## config.mk

```make
export PLATFORM = sky130hd
export DESIGN_NAME = clkdiv_bank
export DESIGN_NICKNAME = d
export VERILOG_FILES = /design/src/rtl/clkdiv_bank.sv
export SDC_FILE = /design/constraint.sdc
export NUM_CORES = 1
export LEC_CHECK = 0
export CAP_MARGIN = 20
export CORE_ASPECT_RATIO = 1.4
export CORE_MARGIN = 2
export CORE_UTILIZATION = 47
export CTS_BUF_LIST = sky130_fd_sc_hd__clkbuf_8
export CTS_CLUSTER_DIAMETER = 40
export DETAILED_ROUTE_END_ITERATION = 7
export PLACE_DENSITY = 0.79
export SLEW_MARGIN = 20
export SYNTH_ARGS = -nofsm -noshare
export SYNTH_HDL_FRONTEND = slang
export SYNTH_SLANG_ARGS = --single-unit
```

## constraint.sdc

```tcl
create_clock -name clk -period 3 [get_ports clk]
set_input_delay 0.6 -clock clk [delete_from_list [all_inputs] [get_ports clk]]
set_output_delay 0.6 -clock clk [all_outputs]
set_load 0.03 [all_outputs]
```

## src/rtl/clkdiv_bank.sv

```systemverilog
module clkdiv_bank #(
  parameter int RATE_W = 32
) (
  input  logic              clk,
  input  logic              rst_n,
  input  logic              wr_en,
  input  logic [15:0]       wr_data,
  output logic [15:0]       ctrl_q,
  output logic [5:0]        tick,
  input  logic [RATE_W-1:0] rate_target,
  input  logic [RATE_W-1:0] rate_parent,
  output logic [1:0]        calc_exp,
  output logic              calc_invalid,
  output logic              calc_err
);
  localparam int NDOM  = 6;
  localparam int EXP_W = 2;
  localparam int FLD_W = NDOM * EXP_W;
  localparam int MAXE  = (1 << EXP_W) - 1;
  localparam int CNT_W = MAXE;

  // Field positions
  localparam int PER = 0, LCD = 1, PRC = 2, DSP = 3, TCT = 4, MMU = 5;

  logic [EXP_W-1:0] w_per, w_lcd, w_prc, w_dsp, w_tct, w_mmu;
  logic [EXP_W-1:0] n_mmu, n_tct, n_lcd, n_per;
  logic [15:0]      norm;

  assign w_per = wr_data[2*PER +: EXP_W];
  assign w_lcd = wr_data[2*LCD +: EXP_W];
  assign w_prc = wr_data[2*PRC +: EXP_W];
  assign w_dsp = wr_data[2*DSP +: EXP_W];
  assign w_tct = wr_data[2*TCT +: EXP_W];
  assign w_mmu = wr_data[2*MMU +: EXP_W];

  // Correction chain: MMU, then traffic controller, then LCD and peripheral
  always_comb begin
    n_mmu = w_mmu;
    if (w_mmu < w_dsp)
      n_mmu = w_dsp;
    else if ({1'b0, w_mmu} > {1'b0, w_dsp} + 3'd1)
      n_mmu = w_dsp + 2'd1;
    n_tct = w_tct;
    if (n_tct < w_prc) n_tct = w_prc;
    if (n_tct < n_mmu) n_tct = n_mmu;
    n_lcd = (w_lcd < n_tct) ? n_tct : w_lcd;
    n_per = (w_per < n_tct) ? n_tct : w_per;
  end

  assign norm = {wr_data[15:FLD_W], n_mmu, n_tct, w_dsp, w_prc, n_lcd, n_per};

  always_ff @(posedge clk or negedge rst_n)
    if (!rst_n)     ctrl_q <= '0;
    else if (wr_en) ctrl_q <= norm;

  // Phase counter and active exponents
  logic [CNT_W-1:0] phase;
  logic [FLD_W-1:0] act;

  always_ff @(posedge clk or negedge rst_n)
    if (!rst_n) begin
      phase <= '0;
      act   <= '0;
    end else begin
      phase <= phase + 1'b1;
      if (phase == CNT_W'(MAXE * 2 + 1)) act <= ctrl_q[FLD_W-1:0];
    end

  for (genvar i = 0; i < NDOM; i++) begin : g_dom
    logic [EXP_W-1:0] e;
    logic [CNT_W-1:0] msk;
    assign e   = act[i*EXP_W +: EXP_W];
    assign msk = {e == 2'd3, e >= 2'd2, e != 2'd0};
    assign tick[i] = (phase & msk) == '0;
  end

  // Rate helper
  logic found;
  always_comb begin
    calc_exp = '0;
    found    = 1'b0;
    for (int k = 0; k <= MAXE; k++)
      if (!found && (rate_parent >> k) <= rate_target) begin
        calc_exp = EXP_W'(k);
        found    = 1'b1;
      end
    calc_err     = (rate_parent == '0);
    calc_invalid = !calc_err && !found;
    if (calc_err || !found) calc_exp = '0;
  end

  p_hold_r6: assert property (@(posedge clk) disable iff (!rst_n)
    !wr_en |=> $stable(ctrl_q));
  p_mmu_band_r2: assert property (@(posedge clk) disable iff (!rst_n)
    ctrl_q[11:10] >= ctrl_q[7:6] && {1'b0, ctrl_q[11:10]} <= {1'b0, ctrl_q[7:6]} + 3'd1);
  p_tct_floor_r3: assert property (@(posedge clk) disable iff (!rst_n)
    ctrl_q[9:8] >= ctrl_q[5:4] && ctrl_q[9:8] >= ctrl_q[11:10]);
  p_slow_nest_r4: assert property (@(posedge clk) disable iff (!rst_n)
    (tick[LCD] || tick[PER]) |-> tick[TCT]);
  p_full_rate_r1: assert property (@(posedge clk) disable iff (!rst_n)
    (act[2*PRC +: EXP_W] == 2'd0) |-> tick[PRC]);
  p_load_wrap_r7: assert property (@(posedge clk) disable iff (!rst_n)
    (phase != '0) |-> $stable(act));
  p_fit_r8: assert property (@(posedge clk) disable iff (!rst_n)
    (!calc_err && !calc_invalid) |-> ((rate_parent >> calc_exp) <= rate_target));
  p_zero_r10: assert property (@(posedge clk) disable iff (!rst_n)
    (rate_parent == '0) |-> (calc_err && !calc_invalid && calc_exp == 2'd0));
endmodule

```

# [After elaboration in Yosys (flattened, before gate mapping)]
# Index checks and enable logic that the tools add are counted.
[word_totals] latch_bits=0 wordCells=72 register_bits=31 ram_bits=0 romBits=0 out_inout_bits=26 n_memories=0
[classes] reduce_logical=23 add_sub_neg=3 multipliers=0 div_mod_pow=0 eq_ne=7 order_cmp=16 bitwise=6 n_shift=0 n_mux=14
[op_table] operator="less-or-equal comparator 29 x 32 -> 1 bit" count=1
[op_table] operator="less-or-equal comparator 30 x 32 -> 1 bit" count=1
[op_table] operator="less-or-equal comparator 31 x 32 -> 1 bit" count=1
[op_table] operator="less-or-equal comparator 32 bit" count=1
[op_table] operator="logical NOT 32 bit" count=1
[op_table] operator="bitwise AND 3 bit" count=6
[op_table] operator="logical NOT 3 bit" count=6
[op_table] operator="2-to-1 mux 2 bit" count=9
[op_table] operator="equality test 2 bit (second input constant)" count=6
[op_table] operator=">= comparator 2 bit (second input constant)" count=6
[op_table] operator="nonzero test 2 bit" count=6
[op_table] operator="< comparator 2 bit" count=5
[op_table] operator="logical NOT 1 bit" count=5
[op_table] operator="2-to-1 mux 1 bit" count=5
[op_table] operator="logical AND 1 bit" count=4
[op_table] operator="adder 2 x 1 -> 3 bit (second input constant)" count=1
[op_table] operator="adder 3 x 1 -> 3 bit (second input constant)" count=1
[op_table] operator="equality test 3 bit (second input constant)" count=1
[op_table] operator="greater-than comparator 2 x 3 -> 1 bit" count=1
[op_table] operator="adder 2 x 1 -> 2 bit (second input constant)" count=1
[op_table] operator="logical OR 1 bit" count=1

# [Depth between registers and ports, before layout]
# Gate-level depths: netlist of the first run.
[logic_depth] depth_word=14 ltp_mapped=16 ltp_nobuf=16

# [Least setup slack after synthesis of the first run]
# Ideal clock, no wire load.
[synth_timing] path_kind="input port to output port" start="input port rate_target[11]" end="output port calc_exp[1]" path_slack_ns=-0.528 required_time_ns=2.400 t_arrival_ns=2.928 cell_stages=8 path_cell_list="inv_1 > ha_1 > nand4_1 > or4_1 > or4_1 > o21ai_1 > nor3_2 > nor3_1"
[synth_between] elab_chain_len=14 word_cells_on_any_way=19
[synth_lines] item="from (decl)" line="10" source="input logic [RATE_W-1:0] rate_target,"
[synth_lines] item="less-or-equal comparator 32 bit" line="83" source="if (!found && (rate_parent >> k) <= rate_target) begin"
[synth_lines] item="2-to-1 mux 1 bit" line="83"
[synth_lines] item="logical NOT 1 bit" line="83"
[synth_lines] item="logical AND 1 bit" line="83"
[synth_lines] item="2-to-1 mux 1 bit" line="83"
[synth_lines] item="logical NOT 1 bit" line="83"
[synth_lines] item="logical AND 1 bit" line="83"
[synth_lines] item="2-to-1 mux 1 bit" line="83"
[synth_lines] item="logical NOT 1 bit" line="83"
[synth_lines] item="logical AND 1 bit" line="83"
[synth_lines] item="2-to-1 mux 1 bit" line="83"
[synth_lines] item="logical NOT 1 bit" line="89" source="if (calc_err || !found) calc_exp = '0;"
[synth_lines] item="logical OR 1 bit" line="89"
[synth_lines] item="2-to-1 mux 2 bit (*)" line="89"
[synth_lines] item="to (decl)" line="12" source="output logic [1:0] calc_exp,"
# Mark *: on every way between the ends. The rest lies on a longest branch, timed or not.

# [Worst setup path after layout of the first run]
[layout_timing] start="input port rate_parent[30]" end="output port calc_exp[1]"
[layout_between] elab_chain_len=14 word_cells_on_any_way=20
[layout_lines] item="from (decl)" line="11" source="input logic [RATE_W-1:0] rate_parent,"
[layout_lines] item="less-or-equal comparator 32 bit" line="83"
[layout_lines] item="2-to-1 mux 1 bit" line="83"
[layout_lines] item="logical NOT 1 bit" line="83"
[layout_lines] item="logical AND 1 bit" line="83"
[layout_lines] item="2-to-1 mux 1 bit" line="83"
[layout_lines] item="logical NOT 1 bit" line="83"
[layout_lines] item="logical AND 1 bit" line="83"
[layout_lines] item="2-to-1 mux 1 bit" line="83"
[layout_lines] item="logical NOT 1 bit" line="83"
[layout_lines] item="logical AND 1 bit" line="83"
[layout_lines] item="2-to-1 mux 1 bit" line="83"
[layout_lines] item="logical NOT 1 bit" line="89"
[layout_lines] item="logical OR 1 bit" line="89"
[layout_lines] item="2-to-1 mux 2 bit (*)" line="89"
# Marks and branches as above.

==> results of run 1 <==
## worst register-to-register path, delay by kind of cell, from the launching register on
| kind | cells | cell delay, ns |
|---|---|---|
| multiplexers | 1 | 0.42 |
| flip-flops | 1 | 0.51 |
| adder cells (fa/ha/maj) | 2 | 0.76 |
## metal layers
metal / routed length, µm / part of all wire / GRT usage / up-vias
li1: - / - / - / 2447
met3: 1610 / 0.074 / 0.0399 / 218
met4: 2190 / 0.10 / 0.215 / 0
met2: 11000 / 0.51 / 0.635 / 485
met5: 0 / 0 / 0 / -
met1: 6970 / 0.32 / 0.340 / 2762
## final timing paths
kind / endpoint / startpoint / depth (start not counted)
setup / recovery: calc_exp[1] / rate_parent[30] / 13
hold / removal: phase[1] / phase[0] / 1
setup reg to reg: act[2] / phase[1] / 3
hold reg to reg: phase[1] / phase[0] / 1
max in group asynchronous: ctrl_q[5] / rst_n / 2
min in group asynchronous: ctrl_q[9] / rst_n / 2
## metrics by stage
| stage | TNS [ns] | hold slack [ns] | std cells | worst slack, ns |
|---|---|---|---|---|
| after global placement | -4.71 | 0.484 | 847 | -0.894 |
| after floorplan | -0.429 | 0.304 | 515 | -0.171 |
| after detailed placement | -5.59 | 0.501 | 847 | -0.997 |
| final | -1.75 | 0.513 | 879 | -0.609 |
| after CTS | -1.26 | 0.516 | 873 | -0.455 |
| after global routing | -2.29 | 0.528 | 879 | -0.802 |
## cells in the final DEF (no fill, tap or decap), drive strengths merged, types with 4 or more instances in the layout
cell           instances
nor2b                  7
nand3                 12
clkdlybuf4s15          5
a211oi                 5
nand2                 26
a21oi                 67
inv                   56
mux2                  20
clkdlybuf4s50         41
nor2                  31
nand4                 22
ha                   137
dlymetal6s2s           6
nor4                  10
o211ai                 6
a21o                  15
o21ai                 18
nor3                   8
dlygate4sd2           19
dfrtp                 31
clkbuf                20
buf                  164
mux2i                  4
## area by class of cell
class | count | area, µm²
timing repair buffer | 249 | 2100
sequential | 31 | 776
clock buffer | 6 | 82.6
multi-input combinational | 425 | 4510
clock inverter | 2 | 35.0
fill | 457 | 1520
tap | 110 | 138
inverter | 56 | 245
## sequential cells by signal (all words and copies together) (netlist names)
signal  cells
ctrl_q     16
act        12
phase       3
## kinds of logic after synthesis
logic type | count (synthesis) | share of synthesized area
AND/OR/NAND/NOR | 136 | 0.166
flip-flops | 31 | 0.172
AO/OA/AOI/OAI | 128 | 0.173
buffers and inverters | 59 | 0.0492
multiplexers | 24 | 0.0589
adder cells (fa/ha/maj) | 137 | 0.381
## power groups by stage
stage	logic, µW	registers [µW]	clock network (µW)
after global placement	920	510	0
after detailed placement	969	515	0
after floorplan	421	557	0
final	1300	514	446
after CTS	1080	508	426
after global routing	1370	517	456
## what timing repair did
item / 4_1_cts / 5_1_grt
pin swaps: 56 / 54
resized for setup: 228 / 119
buffers inserted: 18 / 8
hold endpoints to repair: 0 / 0
setup endpoints to repair: 8 / 7
==> reports/results.tsv, run 1 <==
metric	value	unit
Detailed Place HPWL	12000	µm
CP Data Arrival Time	3.01	ns
# setup viols final	5	
Post-Synthesis Cell Area	4500	µm²
main area contributors after synthesis	ha_1 38%, dfrtp_1 17%, a21oi_1 7.5%	
Final Cycle Share	1.20	
cts bufs inserted	5	
P_sw	900	µW
DRC	0	
Worst Skew	0.0125	ns
predominant post-synthesis flop cell	dfrtp_1	
max_cap viols	0	
GP Congestion	0.913	
Root Buffer	clkbuf_8	
layout cells sized above 1	0.475	
final WL	21800	µm
Slew headroom	0.499	
vias in the first global route	5945	
Clk pwr share	0.197	
floorplan core area	9410	µm²
Crit Path Class	in2out	
largest net degree at the start of global routing	32	
area delta synth->final	75.3	%
antenna violations before repair	0	
total track usage	0.338	
Crit path top cell by count	buf_4	
Max Slew Vio Count	0	
total power	2260	µW
initial core utilization	0.478	
Max VDD drop	0.000386	V
Tmin final	3.61	ns
Buf+Inv Stages, Crit Path	5	
Mapped Nets	735	
Distinct cells, synth	51	
H-Tree Depth	2	
Yosys top cell area share	0.381	
top cells by count, synth	137 x ha_1, 67 x a21oi_1, 55 x inv_1	
CP Cell Sequence	dlygate4sd2_1 -> buf_4 -> ha_1 -> buf_4 -> a21oi_1 -> nand2_1 -> a21oi_2 -> o211ai_1 -> a22oi_2 -> nor3_2 -> buf_4 -> nor3_4 -> buf_6	
#FFs+latches synth	31	
Final Hold Fails	0	
crit end category	output pin	
RSZ-0062 raised after global routing	yes	
Final nets	988	
Die W	86.7	µm
# diodes	0	
combinational share of power	0.576	
Core Util, Final	0.839	
critical path's largest stage delay	0.30	ns
most common cell in the synthesized netlist	ha_1	
PnR worst setup slack	-0.609	ns
IO Port Bufs	108	
Sw Ratio	0.398	
Pleak	0.00369	µW
Clock Sink Count	31	
failing checks	setup timing	
Synth Area per Inst	8.74	µm²
drt pass-1 iters	5	
Crit path required time	2.40	ns
PD cells	287	nW/µm²
startpoint types	primary input	
sequential share of power	0.227	
Vias per Instance	6.73	
die height	120	µm
via count	5912	
Reg2Reg Setup Slack	1.19	ns
Clock Tree Buf Depth	2	
dpl cell area	6730	µm²
routed len/inst	24.8	µm
DIE AREA	10400	µm²
Yosys top cell by area	ha_1	
f_max	0.277	GHz
ys async rst share	1.00	
Worst Tran Pin Value	0.749	ns
Syn Inst Count	515	
status	complete, but fails checks	
CTS tree	built	
clk_lat worst skew	0.30	ns
first-pass GRT wire length	27900	µm
CTS hold repair buffers	0	
Core Rows	42	
sequential cell area fraction in the yosys report	0.172	
Pint	1360	µW
number of routed nets with antenna violations	0	
Synth Warn #	0	
Crit Path Max Fanout	4	
number of synthesized flops with an enable pin	0	
slowest CP cell	ha_1	
Crit path max-delay family	buffers and inverters	
Hold WC Path Type	reg2reg	
io pins	109	
clk slew on worst S/H paths	0.07	ns
Final Cell Area	7890	µm²
grt total ovfl	0	
1st-iter DRT viols	409	
No activity file was read; power rests on OpenSTA's default activity.
==> inputs of run 2 (changes only) <==
--- a/config.mk
+++ b/config.mk
@@ -5,14 +5,15 @@
 export SDC_FILE = /design/constraint.sdc
 export NUM_CORES = 1
 export LEC_CHECK = 0
+export ABC_AREA = 1
 export CAP_MARGIN = 20
 export CORE_ASPECT_RATIO = 1.4
 export CORE_MARGIN = 2
-export CORE_UTILIZATION = 47
+export CORE_UTILIZATION = 48
 export CTS_BUF_LIST = sky130_fd_sc_hd__clkbuf_8
 export CTS_CLUSTER_DIAMETER = 40
 export DETAILED_ROUTE_END_ITERATION = 7
-export PLACE_DENSITY = 0.79
+export PLACE_DENSITY = 0.8
 export SLEW_MARGIN = 20
 export SYNTH_ARGS = -nofsm -noshare
 export SYNTH_HDL_FRONTEND = slang
==> run 2 against run 1 <==
Against the previous run:
- the flow still finishes with violations (setup timing)
- count of clock-buffer cells in the layout did not move
- synthesized cell count increased by 29%
- largest power group unchanged
- highest routed layer unchanged
- critical path depth rose by 2
- maximum frequency up 15%
- via count fell by 7.9%
- sequential power shrank 4%
- area after synthesis up 3.6%
- final cell count is 6.0% higher
- cell area decreased by 5.0%
- utilization fell by 4.6 points
- routed wire length is 20% lower
- critical endpoint is now calc_exp[0]
- register-to-register slack gained 0.29 ns
==> reports/results.tsv, run 2 <==
metric	value	unit	change
Syn Inst Count	665		was 515
Crit path max-delay family	buffers and inverters		unchanged
sequential cell area fraction in the yosys report	0.166		was 0.172
CP Data Arrival Time	2.54	ns	was 3.01 ns
worst hold stages	2		was 1
vias in the first global route	5557		was 5945
GP Congestion	0.977		was 0.913
most frequent cells in the layout	153 x nand2_1, 83 x ha_4, 58 x inv_1		was 127 x buf_4, 85 x ha_1, 51 x ha_4
Final Hold Fails	0		unchanged
Worst Skew	0.00557	ns	was 0.0125 ns
Yosys top cell area share	0.367		was 0.381
Crit Path Max Fanout	4		unchanged
CP Cell Sequence	dlygate4sd2_1 -> inv_4 -> ha_4 -> a21oi_1 -> o21ai_1 -> nand2_1 -> nand2_1 -> a21oi_2 -> nand2_2 -> nand2_2 -> inv_1 -> nand2_1 -> nor2_1 -> nor2_1 -> buf_4		was dlygate4sd2_1 -> buf_4 -> ha_1 -> buf_4 -> a21oi_1 -> nand2_1 -> a21oi_2 -> o211ai_1 -> a22oi_2 -> nor3_2 -> buf_4 -> nor3_4 -> buf_6
Pleak	0.00346	µW	was 0.00369 µW
status	complete, but fails checks		unchanged
Worst Tran Pin Value	0.653	ns	was 0.749 ns
PnR worst setup slack	-0.141	ns	was -0.609 ns
number of synthesized flops with an enable pin	0		unchanged
Clock Tree Buf Depth	2		unchanged
failing checks	setup timing		unchanged
Largest regs	ctrl_q (16), act (12), phase (3)		unchanged
startpoint types	primary input		unchanged
crit path launch	rate_target[19]		was rate_parent[30]
io pins	109		unchanged
Detailed Place HPWL	10900	µm	was 12000 µm
Tmin final	3.14	ns	was 3.61 ns
Fillers	577		was 457
#FFs+latches synth	31		unchanged
Slew headroom	0.565		was 0.499
met2 usage	0.560		was 0.635
Synth Area per Inst	7.01	µm²	was 8.74 µm²
critical path's largest stage delay	0.26	ns	was 0.30 ns
RSZ-0062 raised after global routing	yes		unchanged
hold_sp	ctrl_q[12]		was phase[0]
clk_lat worst skew	0.28	ns	was 0.30 ns
Max VDD drop	0.000227	V	was 0.000386 V
commonest non-fill, non-tap cell in the layout	nand2_1		was buf_4
Synth Warn #	0		unchanged
WP depth	15		was 13
Hold WC Path Type	reg2reg		unchanged
routed len/inst	18.6	µm	was 24.8 µm
# diodes	0		unchanged
max_cap viols	0		unchanged
Post-Synthesis Cell Area	4660	µm²	was 4500 µm²
Buf+Inv Stages, Crit Path	4		was 5
M1 GR Usage	0.302		was 0.340
1st-iter DRT viols	283		was 409
Root Buffer	clkbuf_8		unchanged
dpl cell area	6110	µm²	was 6730 µm²
predominant post-synthesis flop cell	dfrtp_1		unchanged
slowest CP cell	dlygate4sd2_1		was ha_1
Final Cell Area	7490	µm²	was 7890 µm²
total track usage	0.292		was 0.338
antenna violations before repair	0		unchanged
Clock Sink Count	31		unchanged
max FFs per register	16		unchanged
via count	5446		was 5912
first-pass GRT wire length	24800	µm	was 27900 µm
Distinct cells, synth	26		was 51
cts bufs inserted	5		unchanged
reg-to-reg critical path startpoint	phase[0]		was phase[1]
Die W	87.3	µm	was 86.7 µm
PD cells	277	nW/µm²	was 287 nW/µm²
Top Usage Layer GRT	met2		unchanged
crit end category	output pin		unchanged
Final Cycle Share	1.05		was 1.20
Crit path top cell by count	nand2_1		was buf_4
number of routed nets with antenna violations	0		unchanged
drt pass-1 iters	5		unchanged
Crit path required time	2.40	ns	about the same
Core Rows	42		unchanged
CTS tree	built		unchanged
most common cell in the synthesized netlist	nand2_1		was ha_1
Yosys top cell by area	ha_1		unchanged
Largest Register	ctrl_q		unchanged
Vias per Instance	5.84		was 6.73
IO Port Bufs	108		unchanged
GR Util met3	0.0355		was 0.0399
Reg area	776	µm²	unchanged
Crit Path Class	in2out		unchanged
largest net degree at the start of global routing	32		unchanged
f_max	0.318	GHz	was 0.277 GHz
initial core utilization	0.493		was 0.478
DIE AREA	10500	µm²	was 10400 µm²
Final nets	1041		was 988
floorplan core area	9460	µm²	was 9410 µm²
top cells by count, synth	180 x nand2_1, 137 x ha_1, 92 x inv_1		was 137 x ha_1, 67 x a21oi_1, 55 x inv_1
Max Slew Vio Count	0		unchanged
CTS hold repair buffers	0		unchanged
final WL	17300	µm	was 21800 µm
Mapped Nets	885		was 735
clk slew on worst S/H paths	0.07	ns	about the same
area delta synth->final	60.6	%	was 75.3%
ys async rst share	1.00		unchanged
die height	121	µm	was 120 µm
R2R cell count	3		unchanged
H-Tree Depth	2		unchanged
grt total ovfl	0		unchanged
main area contributors after synthesis	ha_1 37%, dfrtp_1 17%, nand2_1 14%		was ha_1 38%, dfrtp_1 17%, a21oi_1 7.5%
# setup viols final	1		was 5
worst slack, placed	-0.297	ns	was -0.997 ns
DRC	0		unchanged
layout cells sized above 1	0.375		was 0.475
footprint of the multi-input gates	4860	µm²	was 4510 µm²
## run 2: worst paths after layout
| path | endpoint | slack [ns] |
|---|---|---|
| max | calc_exp[0] | -0.14 |
| min | ctrl_q[12] | 0.49 |
| max reg2reg | act[0] | 1.48 |
| min reg2reg | ctrl_q[12] | 0.49 |
| max in group asynchronous | act[8] | 2.00 |
| min in group asynchronous | act[10] | 0.71 |
## run 2: per-layer routing
layer	vias up	wire, µm
met5	-	0
met4	0	1180
met3	107	954
met2	276	9190
met1	2504	6020
li1	2559	-
## run 2: cells by family (layout without fill, tap and decap cells)
family / after synthesis / count (layout) / synth area share
buffers and inverters: 98 / 255 / 0.0789
AO/OA/AOI/OAI: 135 / 135 / 0.153
AND/OR/NAND/NOR: 264 / 264 / 0.234
flip-flops: 31 / 31 / 0.166
adder cells (fa/ha/maj): 137 / 137 / 0.367
## run 2: metrics by stage
stage	hold slack, ns	utilization	power [µW]	setup TNS, ns	instances
final	0.493	0.792	2070	-0.141	932
after global routing	0.517	0.792	2200	-0.396	932
after CTS	0.500	0.764	1910	0	927
after detailed placement	0.480	0.646	1360	-1.71	912
after global placement	0.467	0.646	1320	-1.28	912
after floorplan	0.304	-	969	0	665
## run 2: power breakdown
part,total (µW),internal [µW],switching [µW]
sequential,496,465,30.7
clock,426,269,157
combinational,1150,500,652
total,2070,1230,839
## run 2: what timing repair did
action                                  4_1_cts  5_1_grt
buffers inserted                              7        5
endpoints found under the hold margin         0        0
gates cloned                                  0        0
pin swaps                                    75       51
resized for setup                           249      174
endpoints found under the setup margin        4        6
## run 2: layout make-up
| cell class | count | share of cell area |
|---|---|---|
| multi-input cells | 536 | 0.649 |
| repair buffers | 154 | 0.162 |
| flip-flops and latches | 31 | 0.104 |
| inverters | 93 | 0.0519 |
| well taps | 110 | 0.0184 |
| clock buffers | 6 | 0.0110 |
| clock inverters | 2 | 0.00468 |
## run 2: worst min-delay path, delay by kind of cell (launching register included)
family | cells | cell delay (ns)
flip-flops | 1 | 0.35
AND/OR/NAND/NOR | 2 | 0.11
